==> config.mk <==
export PLATFORM = sky130hd
export DESIGN_NAME = adc_frame_reader
export DESIGN_NICKNAME = d
export VERILOG_FILES = /design/src/rtl/adcrd_pkg.sv /design/src/rtl/adcrd_pacer.sv /design/src/rtl/adcrd_ctrl.sv /design/src/rtl/adcrd_datapath.sv /design/src/rtl/adc_frame_reader.sv
export SDC_FILE = /design/constraint.sdc
export NUM_CORES = 1
export LEC_CHECK = 0
export CAP_MARGIN = 30
export CORE_UTILIZATION = 55
export CTS_CLUSTER_DIAMETER = 80
export DETAILED_ROUTE_END_ITERATION = 6
export GPL_ROUTABILITY_DRIVEN = 0
export MAX_ROUTING_LAYER = met4
export PLACE_DENSITY_LB_ADDON = 0.25
export SYNTH_ARGS = -nofsm -noshare
export SYNTH_HDL_FRONTEND = slang
export SYNTH_SLANG_ARGS = --single-unit
==> constraint.sdc <==
create_clock -name clk -period 2.5 [get_ports clk]
set_clock_uncertainty 0.1 [all_clocks]
set_input_delay 0.625 -clock clk [delete_from_list [all_inputs] [get_ports clk]]
set_output_delay 0.625 -clock clk [all_outputs]
set_load 0.05 [all_outputs]
==> src/rtl/adcrd_pkg.sv <==
package adcrd_pkg;

  localparam int LEAD_BITS  = 4;
  localparam int FULL_CLKS  = 16;
  localparam int OUT_W      = 12;

  typedef enum logic [2:0] {
    ST_IDLE,
    ST_SETUP,
    ST_HIGH,
    ST_LOW,
    ST_QUIET
  } rd_state_t;

  // strobes from control to datapath
  typedef struct packed {
    logic clear;   // new frame: empty the shift register
    logic shift;   // take one data bit
    logic done;    // publish the word
    logic abort;   // conversion lost
  } rd_strobe_t;

endpackage

==> src/rtl/adcrd_pacer.sv <==
module adcrd_pacer #(
  parameter int AUTO_PERIOD = 300
) (
  input  logic clk,
  input  logic rstN,
  input  logic autoEn,
  output logic tick
);
  localparam int P_W = (AUTO_PERIOD > 2) ? $clog2(AUTO_PERIOD) : 1;
  localparam logic [P_W-1:0] P_LAST = P_W'(AUTO_PERIOD - 1);

  logic [P_W-1:0] periodCnt;

  always_ff @(posedge clk or negedge rstN) begin
    if (!rstN)                  periodCnt <= '0;
    else if (!autoEn)           periodCnt <= '0;
    else if (periodCnt == P_LAST) periodCnt <= '0;
    else                        periodCnt <= periodCnt + 1'b1;
  end

  assign tick = autoEn && (periodCnt == P_LAST);


  tick_single_chk: assert property (@(posedge clk) disable iff (!rstN)
    (tick && AUTO_PERIOD > 1) |=> !tick);

endmodule

==> src/rtl/adcrd_ctrl.sv <==
module adcrd_ctrl
  import adcrd_pkg::*;
#(
  parameter int RES_BITS = 10,
  parameter int CLK_DIV  = 4,
  parameter int QUIET_W  = 8
) (
  input  logic               clk,
  input  logic               rstN,
  input  logic               startReq,
  input  logic               tick,
  input  logic               fullFrame,
  input  logic               abortReq,
  input  logic [QUIET_W-1:0] quietLen,
  output logic               csN,
  output logic               sclk,
  output rd_strobe_t         strobe
);
  localparam int DIV_W = (CLK_DIV > 2) ? $clog2(CLK_DIV) : 1;
  localparam int HC_W  = $clog2(CLK_DIV + 1) + 1;
  localparam logic [DIV_W-1:0] DIV_LAST = DIV_W'(CLK_DIV - 1);
  localparam logic [4:0] MIN_CLKS  = 5'(RES_BITS + LEAD_BITS);
  localparam logic [4:0] FIRST_BIT = 5'(LEAD_BITS);
  localparam logic [4:0] FULL_C    = 5'(FULL_CLKS);

  rd_state_t          state;
  logic [DIV_W-1:0]   divCnt;
  logic [4:0]         fallCnt;
  logic               fullLat;
  logic [QUIET_W-1:0] quietCnt;

  logic halfDone, active, startNow, fallNow, lastFall;
  logic [4:0] frameLen;

  assign halfDone = (divCnt == DIV_LAST);
  assign active   = (state == ST_SETUP) || (state == ST_HIGH) || (state == ST_LOW);
  assign startNow = (state == ST_IDLE) && (startReq || tick);
  assign frameLen = fullLat ? FULL_C : MIN_CLKS;
  assign fallNow  = ((state == ST_SETUP) || (state == ST_HIGH)) && halfDone && !abortReq;
  assign lastFall = (state == ST_LOW) && halfDone && !abortReq && (fallCnt == frameLen);

  assign csN  = !active;
  assign sclk = (state != ST_LOW);

  always_comb begin
    strobe.clear = startNow;
    strobe.shift = fallNow && (fallCnt >= FIRST_BIT) && (fallCnt < MIN_CLKS);
    strobe.done  = lastFall || (active && abortReq && fallCnt >= MIN_CLKS);
    strobe.abort = active && abortReq && (fallCnt < MIN_CLKS);
  end

  always_ff @(posedge clk or negedge rstN) begin
    if (!rstN) begin
      state    <= ST_IDLE;
      divCnt   <= '0;
      fallCnt  <= '0;
      fullLat  <= 1'b0;
      quietCnt <= '0;
    end else begin
      unique case (state)
        ST_IDLE: if (startNow) begin
          state   <= ST_SETUP;
          divCnt  <= '0;
          fallCnt <= '0;
          fullLat <= fullFrame;
        end
        ST_SETUP, ST_HIGH: begin
          if (abortReq) begin
            state    <= ST_QUIET;
            quietCnt <= '0;
          end else if (halfDone) begin
            state   <= ST_LOW;
            divCnt  <= '0;
            fallCnt <= fallCnt + 1'b1;
          end else begin
            divCnt <= divCnt + 1'b1;
          end
        end
        ST_LOW: begin
          if (abortReq || lastFall) begin
            state    <= ST_QUIET;
            quietCnt <= '0;
          end else if (halfDone) begin
            state  <= ST_HIGH;
            divCnt <= '0;
          end else begin
            divCnt <= divCnt + 1'b1;
          end
        end
        ST_QUIET: begin
          if (quietCnt == quietLen) state <= ST_IDLE;
          else                      quietCnt <= quietCnt + 1'b1;
        end
        default: state <= ST_IDLE;
      endcase
    end
  end

  // checker: length of each sclk high phase
  logic [HC_W-1:0] hiCnt;
  always_ff @(posedge clk or negedge rstN) begin
    if (!rstN)                          hiCnt <= '0;
    else if (!sclk)                     hiCnt <= '0;
    else if (hiCnt != HC_W'(CLK_DIV))   hiCnt <= hiCnt + 1'b1;
  end


  sclk_half_chk: assert property (@(posedge clk) disable iff (!rstN)
    (!sclk && hiCnt != '0) |-> hiCnt >= HC_W'(CLK_DIV));


  fall_bound_chk: assert property (@(posedge clk) disable iff (!rstN)
    fallCnt <= FULL_C);


  quiet_min_chk: assert property (@(posedge clk) disable iff (!rstN)
    $rose(csN) |=> csN);


  shift_in_frame_chk: assert property (@(posedge clk) disable iff (!rstN)
    strobe.shift |-> (!csN && sclk));

endmodule

==> src/rtl/adcrd_datapath.sv <==
module adcrd_datapath
  import adcrd_pkg::*;
#(
  parameter int RES_BITS = 10
) (
  input  logic             clk,
  input  logic             rstN,
  input  logic             sdata,
  input  rd_strobe_t       strobe,
  output logic [OUT_W-1:0] result,
  output logic             resultValid,
  output logic             frameAborted
);
  logic [RES_BITS-1:0] shiftReg;

  always_ff @(posedge clk or negedge rstN) begin
    if (!rstN) begin
      shiftReg     <= '0;
      result       <= '0;
      resultValid  <= 1'b0;
      frameAborted <= 1'b0;
    end else begin
      resultValid  <= strobe.done;
      frameAborted <= strobe.abort;
      if (strobe.clear)      shiftReg <= '0;
      else if (strobe.shift) shiftReg <= {shiftReg[RES_BITS-2:0], sdata};
      if (strobe.done)       result   <= OUT_W'(shiftReg);
    end
  end


  strobe_excl_chk: assert property (@(posedge clk) disable iff (!rstN)
    !(resultValid && frameAborted));


  valid_pulse_chk: assert property (@(posedge clk) disable iff (!rstN)
    resultValid |=> !resultValid);


  abort_hold_chk: assert property (@(posedge clk) disable iff (!rstN)
    frameAborted |-> $stable(result));

endmodule

==> src/rtl/adc_frame_reader.sv <==
module adc_frame_reader
  import adcrd_pkg::*;
#(
  parameter int RES_BITS    = 10,
  parameter int CLK_DIV     = 4,
  parameter int QUIET_W     = 8,
  parameter int AUTO_PERIOD = 300
) (
  input  logic               clk,
  input  logic               rstN,
  input  logic               startReq,
  input  logic               autoEn,
  input  logic               fullFrame,
  input  logic               abortReq,
  input  logic [QUIET_W-1:0] quietLen,
  input  logic               sdata,
  output logic               csN,
  output logic               sclk,
  output logic [11:0]        result,
  output logic               resultValid,
  output logic               frameAborted
);
  rd_strobe_t strobe;
  logic       tick;

  adcrd_pacer #(.AUTO_PERIOD(AUTO_PERIOD)) pacer_i (
    .clk(clk), .rstN(rstN), .autoEn(autoEn), .tick(tick)
  );

  adcrd_ctrl #(.RES_BITS(RES_BITS), .CLK_DIV(CLK_DIV), .QUIET_W(QUIET_W)) ctrl_i (
    .clk(clk), .rstN(rstN), .startReq(startReq), .tick(tick),
    .fullFrame(fullFrame), .abortReq(abortReq), .quietLen(quietLen),
    .csN(csN), .sclk(sclk), .strobe(strobe)
  );

  adcrd_datapath #(.RES_BITS(RES_BITS)) dp_i (
    .clk(clk), .rstN(rstN), .sdata(sdata), .strobe(strobe),
    .result(result), .resultValid(resultValid), .frameAborted(frameAborted)
  );

endmodule

==> flow_metrics.env <==
export IMPL_status="finished clean"
export IMPL_drt_wl_total_um=4991
export IMPL_drtAntennaViolNets=0
export IMPL_crit_buf_inv=1
export IMPL_fin_crit_sh_pct=95.82
export IMPL_synth_seq_cells=50
export IMPL_area_growth_pct=24.32
export IMPL_crit_path_end_kind="register"
export IMPL_fillers=322
export IMPL_cp_arrival_ns=2.52
export IMPL_p_sw_share_pct=34.87
export IMPL_p_switching_w=0.0008751
export IMPL_timing_max_cap_violations=0
export IMPL_ys_seq_area_share_pct=50.45
export IMPL_initial_core_util_pct=56.95
export IMPL_combPwrFrac_pct=35.7
export IMPL_dp_hpwl_um=3554
export IMPL_multiInputGateArea_um2=1184
export IMPL_min_period_ns=2.395
export IMPL_die_w_um=69.15
export IMPL_async_flop_share_pct=100.0
export IMPL_cts_buffers=5
export IMPL_criticalPathCategory="in -> reg"
export IMPL_port_buffers=28
export IMPL_tns_ns=0
export IMPL_n_antenna_cell=0
export IMPL_core_area_um2=4354
export IMPL_nNetsFinal=306
export IMPL_hp_class="in -> async"
export IMPL_die_area_um2=4782
export IMPL_drive_above_1_share_pct=20.28
export IMPL_htreeDepth=2
export IMPL_syn_avg_cell_area_um2=10.42
export IMPL_clock_sinks=50
export IMPL_synth_edf_count=0
export IMPL_fmax_mhz=417.5
export IMPL_drt_initial_drc_count=162
export IMPL_crit_required_ns=2.63
export IMPL_drcViolationCount=0
export IMPL_worst_slew_pin_transition_ns=0.7806
export IMPL_cts_setup_buffers=0
export IMPL_power_frac_seq_pct=41.9
export IMPL_synthesis_area_um2=2480
export IMPL_fin_total_pwr_w=0.002510
export IMPL_boundaryPins=31
export IMPL_slowest_delay_ns=0.52
export IMPL_power_density_nw_per_um2=814.1
export IMPL_ff_latch_area_um2=1251
export IMPL_avgViaCountPerCell=5.820
export IMPL_path_clk_slew_ns=0.09
export IMPL_holdWs_ns=0.2903
export IMPL_wl_per_cell_um=14.77
export IMPL_internal_power_w=0.001635
export IMPL_gr_total_overflow=0
export IMPL_post_dp_cell_area_um2=2958
export IMPL_die_h_um=69.15
export IMPL_startpoint_type="input port"
export IMPL_crit_fanout=5
export IMPL_yosysWarningCount=0
export IMPL_r2r_start="pacer_i.periodCnt[0]$_DFF_PN0_"
export IMPL_rsz0062_at_grt="false"
export IMPL_grt_pass1_wl_um=8873
export IMPL_antenna_found_initial=0
export IMPL_stdcell_area_um2=3083
export IMPL_r2r_end="ctrl_i.fullLat$_DFFE_PN0P_"
export IMPL_synth_cells=238
export IMPL_slowest_stage="or4_4"
export IMPL_ctsLongestPathBuffers=2
export IMPL_setup_viol_count_final=0
export IMPL_dr_pass1_iters=4
export IMPL_reg2reg_setup_slack_ns=0.19
export IMPL_vias=1967
export IMPL_grt_usage_pct=23.64
export IMPL_clock_latency_ns=0.30
export IMPL_rows=24
export IMPL_cts_tree="done"
export IMPL_clockRootBuffer="clkbuf_8"
export IMPL_crit_chain="clkdlybuf4s50_1, nand2b_1, maj3_1, or3_4, or4_4, o211ai_2"
export IMPL_slew_viol_final=0
export IMPL_synthFlopType="dfrtp_1"
export IMPL_synth_cell_types=46
export IMPL_grt_pass1_vias=2003
export IMPL_relSlewSlack_pct=47.96
export IMPL_reg2regPathDepth=6
export IMPL_grt_max_degree=36
export IMPL_peakVddDrop_v=0.0005326
export IMPL_crit_family="simple AND/OR/NAND/NOR gates"
export IMPL_p_clk_share_pct=22.3
export IMPL_leakagePower_nw=1.441
export IMPL_hold_viol=0
## final cells by class
type                    instances  share of cell area [%]
multi-input cells             175                   38.39
clock buffers                   5                   2.232
inverters                       4                  0.4870
repair buffers                 50                   14.94
flip-flops and latches         50                   40.58
well taps                      52                   2.110
clock inverters                 2                   1.258
## layout by cell type (no fill, tap or decap), drive strengths merged, types with 3 or more instances in the layout
master / count
inv: 4
clkdlybuf4s50: 25
nor2: 14
a21oi: 7
mux2: 13
nand2: 30
or2: 4
clkbuf: 5
buf: 25
nand2b: 4
ha: 5
dfrtp: 50
and3: 8
a31oi: 6
o21ai: 17
or4: 3
xor2: 15
nor4: 5
nand3: 9
a21o: 3
## per-layer routing
| layer | routed length [um] | vias up | part of all wire, % | global-route usage, % |
|---|---|---|---|---|
| met3 | 237 | 6 | 4.7 | 4.532 |
| met4 | 77 | 0 | 1.5 | 8.163 |
| met5 | 0 | - | 0 | - |
| met2 | 2473 | 65 | 50 | 39.05 |
| li1 | - | 942 | - | - |
| met1 | 2203 | 954 | 44 | 29.15 |
## flip-flops by register name, indices dropped and copies added, names as in the netlist, 2 cells and up
| signal | cells |
|---|---|
| pacer_i.periodCnt | 9 |
| ctrl_i.divCnt | 2 |
| ctrl_i.fallCnt | 5 |
| dp_i.shiftReg | 10 |
| ctrl_i.quietCnt | 8 |
| ctrl_i.state | 3 |
| dp_i.result | 10 |
## cell usage after synthesis, types with 3 or more instances
library cell  instances  share of area (%)
a21o_1                3               0.91
a21oi_1               7                1.4
a31oi_1               5                1.3
and3_1                8                2.0
buf_4                 3               0.91
clkbuf_1              5               0.76
dfrtp_1              50                 50
ha_1                  5                2.5
inv_1                 4               0.61
mux2_2               13                5.9
nand2_1              30                4.5
nand2b_1              4                1.0
nand3_1               9                1.8
nor2_1               14                2.1
nor4_1                4                1.0
o21ai_0              17                3.4
or2_2                 4                1.0
xor2_1               15                5.3
## metrics by stage
stage	setup slack, ns	cells	util (%)
after floorplan	0.06966	239	-
after global placement	-0.2171	331	67.93
after detailed placement	-0.2509	331	67.93
after CTS	0.06597	338	70.40
after global routing	0.02415	338	70.80
final	0.1046	338	70.80
## worst max-delay path by stage
stage	start	endpoint	slack, ns	cells after the start
after floorplan	ctrl_i.state[1]$_DFFE_PN0P_	ctrl_i.state[0]$_DFFE_PN0P_	0.07	6
after global placement	abortReq	ctrl_i.fallCnt[4]$_DFFE_PN0P_	-0.22	6
after detailed placement	abortReq	ctrl_i.fallCnt[4]$_DFFE_PN0P_	-0.25	6
after CTS	abortReq	ctrl_i.fallCnt[4]$_DFFE_PN0P_	0.07	6
after global routing	abortReq	ctrl_i.fallCnt[3]$_DFFE_PN0P_	0.02	6
final	abortReq	ctrl_i.fallCnt[4]$_DFFE_PN0P_	0.10	6
## logic make-up (layout without fill, tap and decap cells)
group | after synthesis | after routing | share of synthesized area [%]
AO/OA/AOI/OAI | 46 | 46 | 12.41
XOR/XNOR | 16 | 16 | 5.651
adder cells (fa/ha/maj) | 6 | 6 | 2.926
buffers and inverters | 14 | 61 | 2.674
flip-flops | 50 | 50 | 50.45
multiplexers | 14 | 14 | 6.307
other | 1 | 2 | 0.1512
AND/OR/NAND/NOR | 91 | 91 | 19.42
## timing repair
action | CTS | global route
hold buffers | 0 | 0
resized for setup | 0 | 3
setup endpoints to repair | 0 | 11
## power by group through the flow
stage | Clock (W) | Combinational, W | Sequential, W
CTS | 0.000570 | 0.000879 | 0.00105
finish | 0.000560 | 0.000897 | 0.00105
detailed placement | 0 | 0.000875 | 0.00106
floorplan | 0 | 0.000552 | 0.00102
global route | 0.000596 | 0.000979 | 0.00108
global placement | 0 | 0.000851 | 0.00106
(Power assumes the default switching activity.)
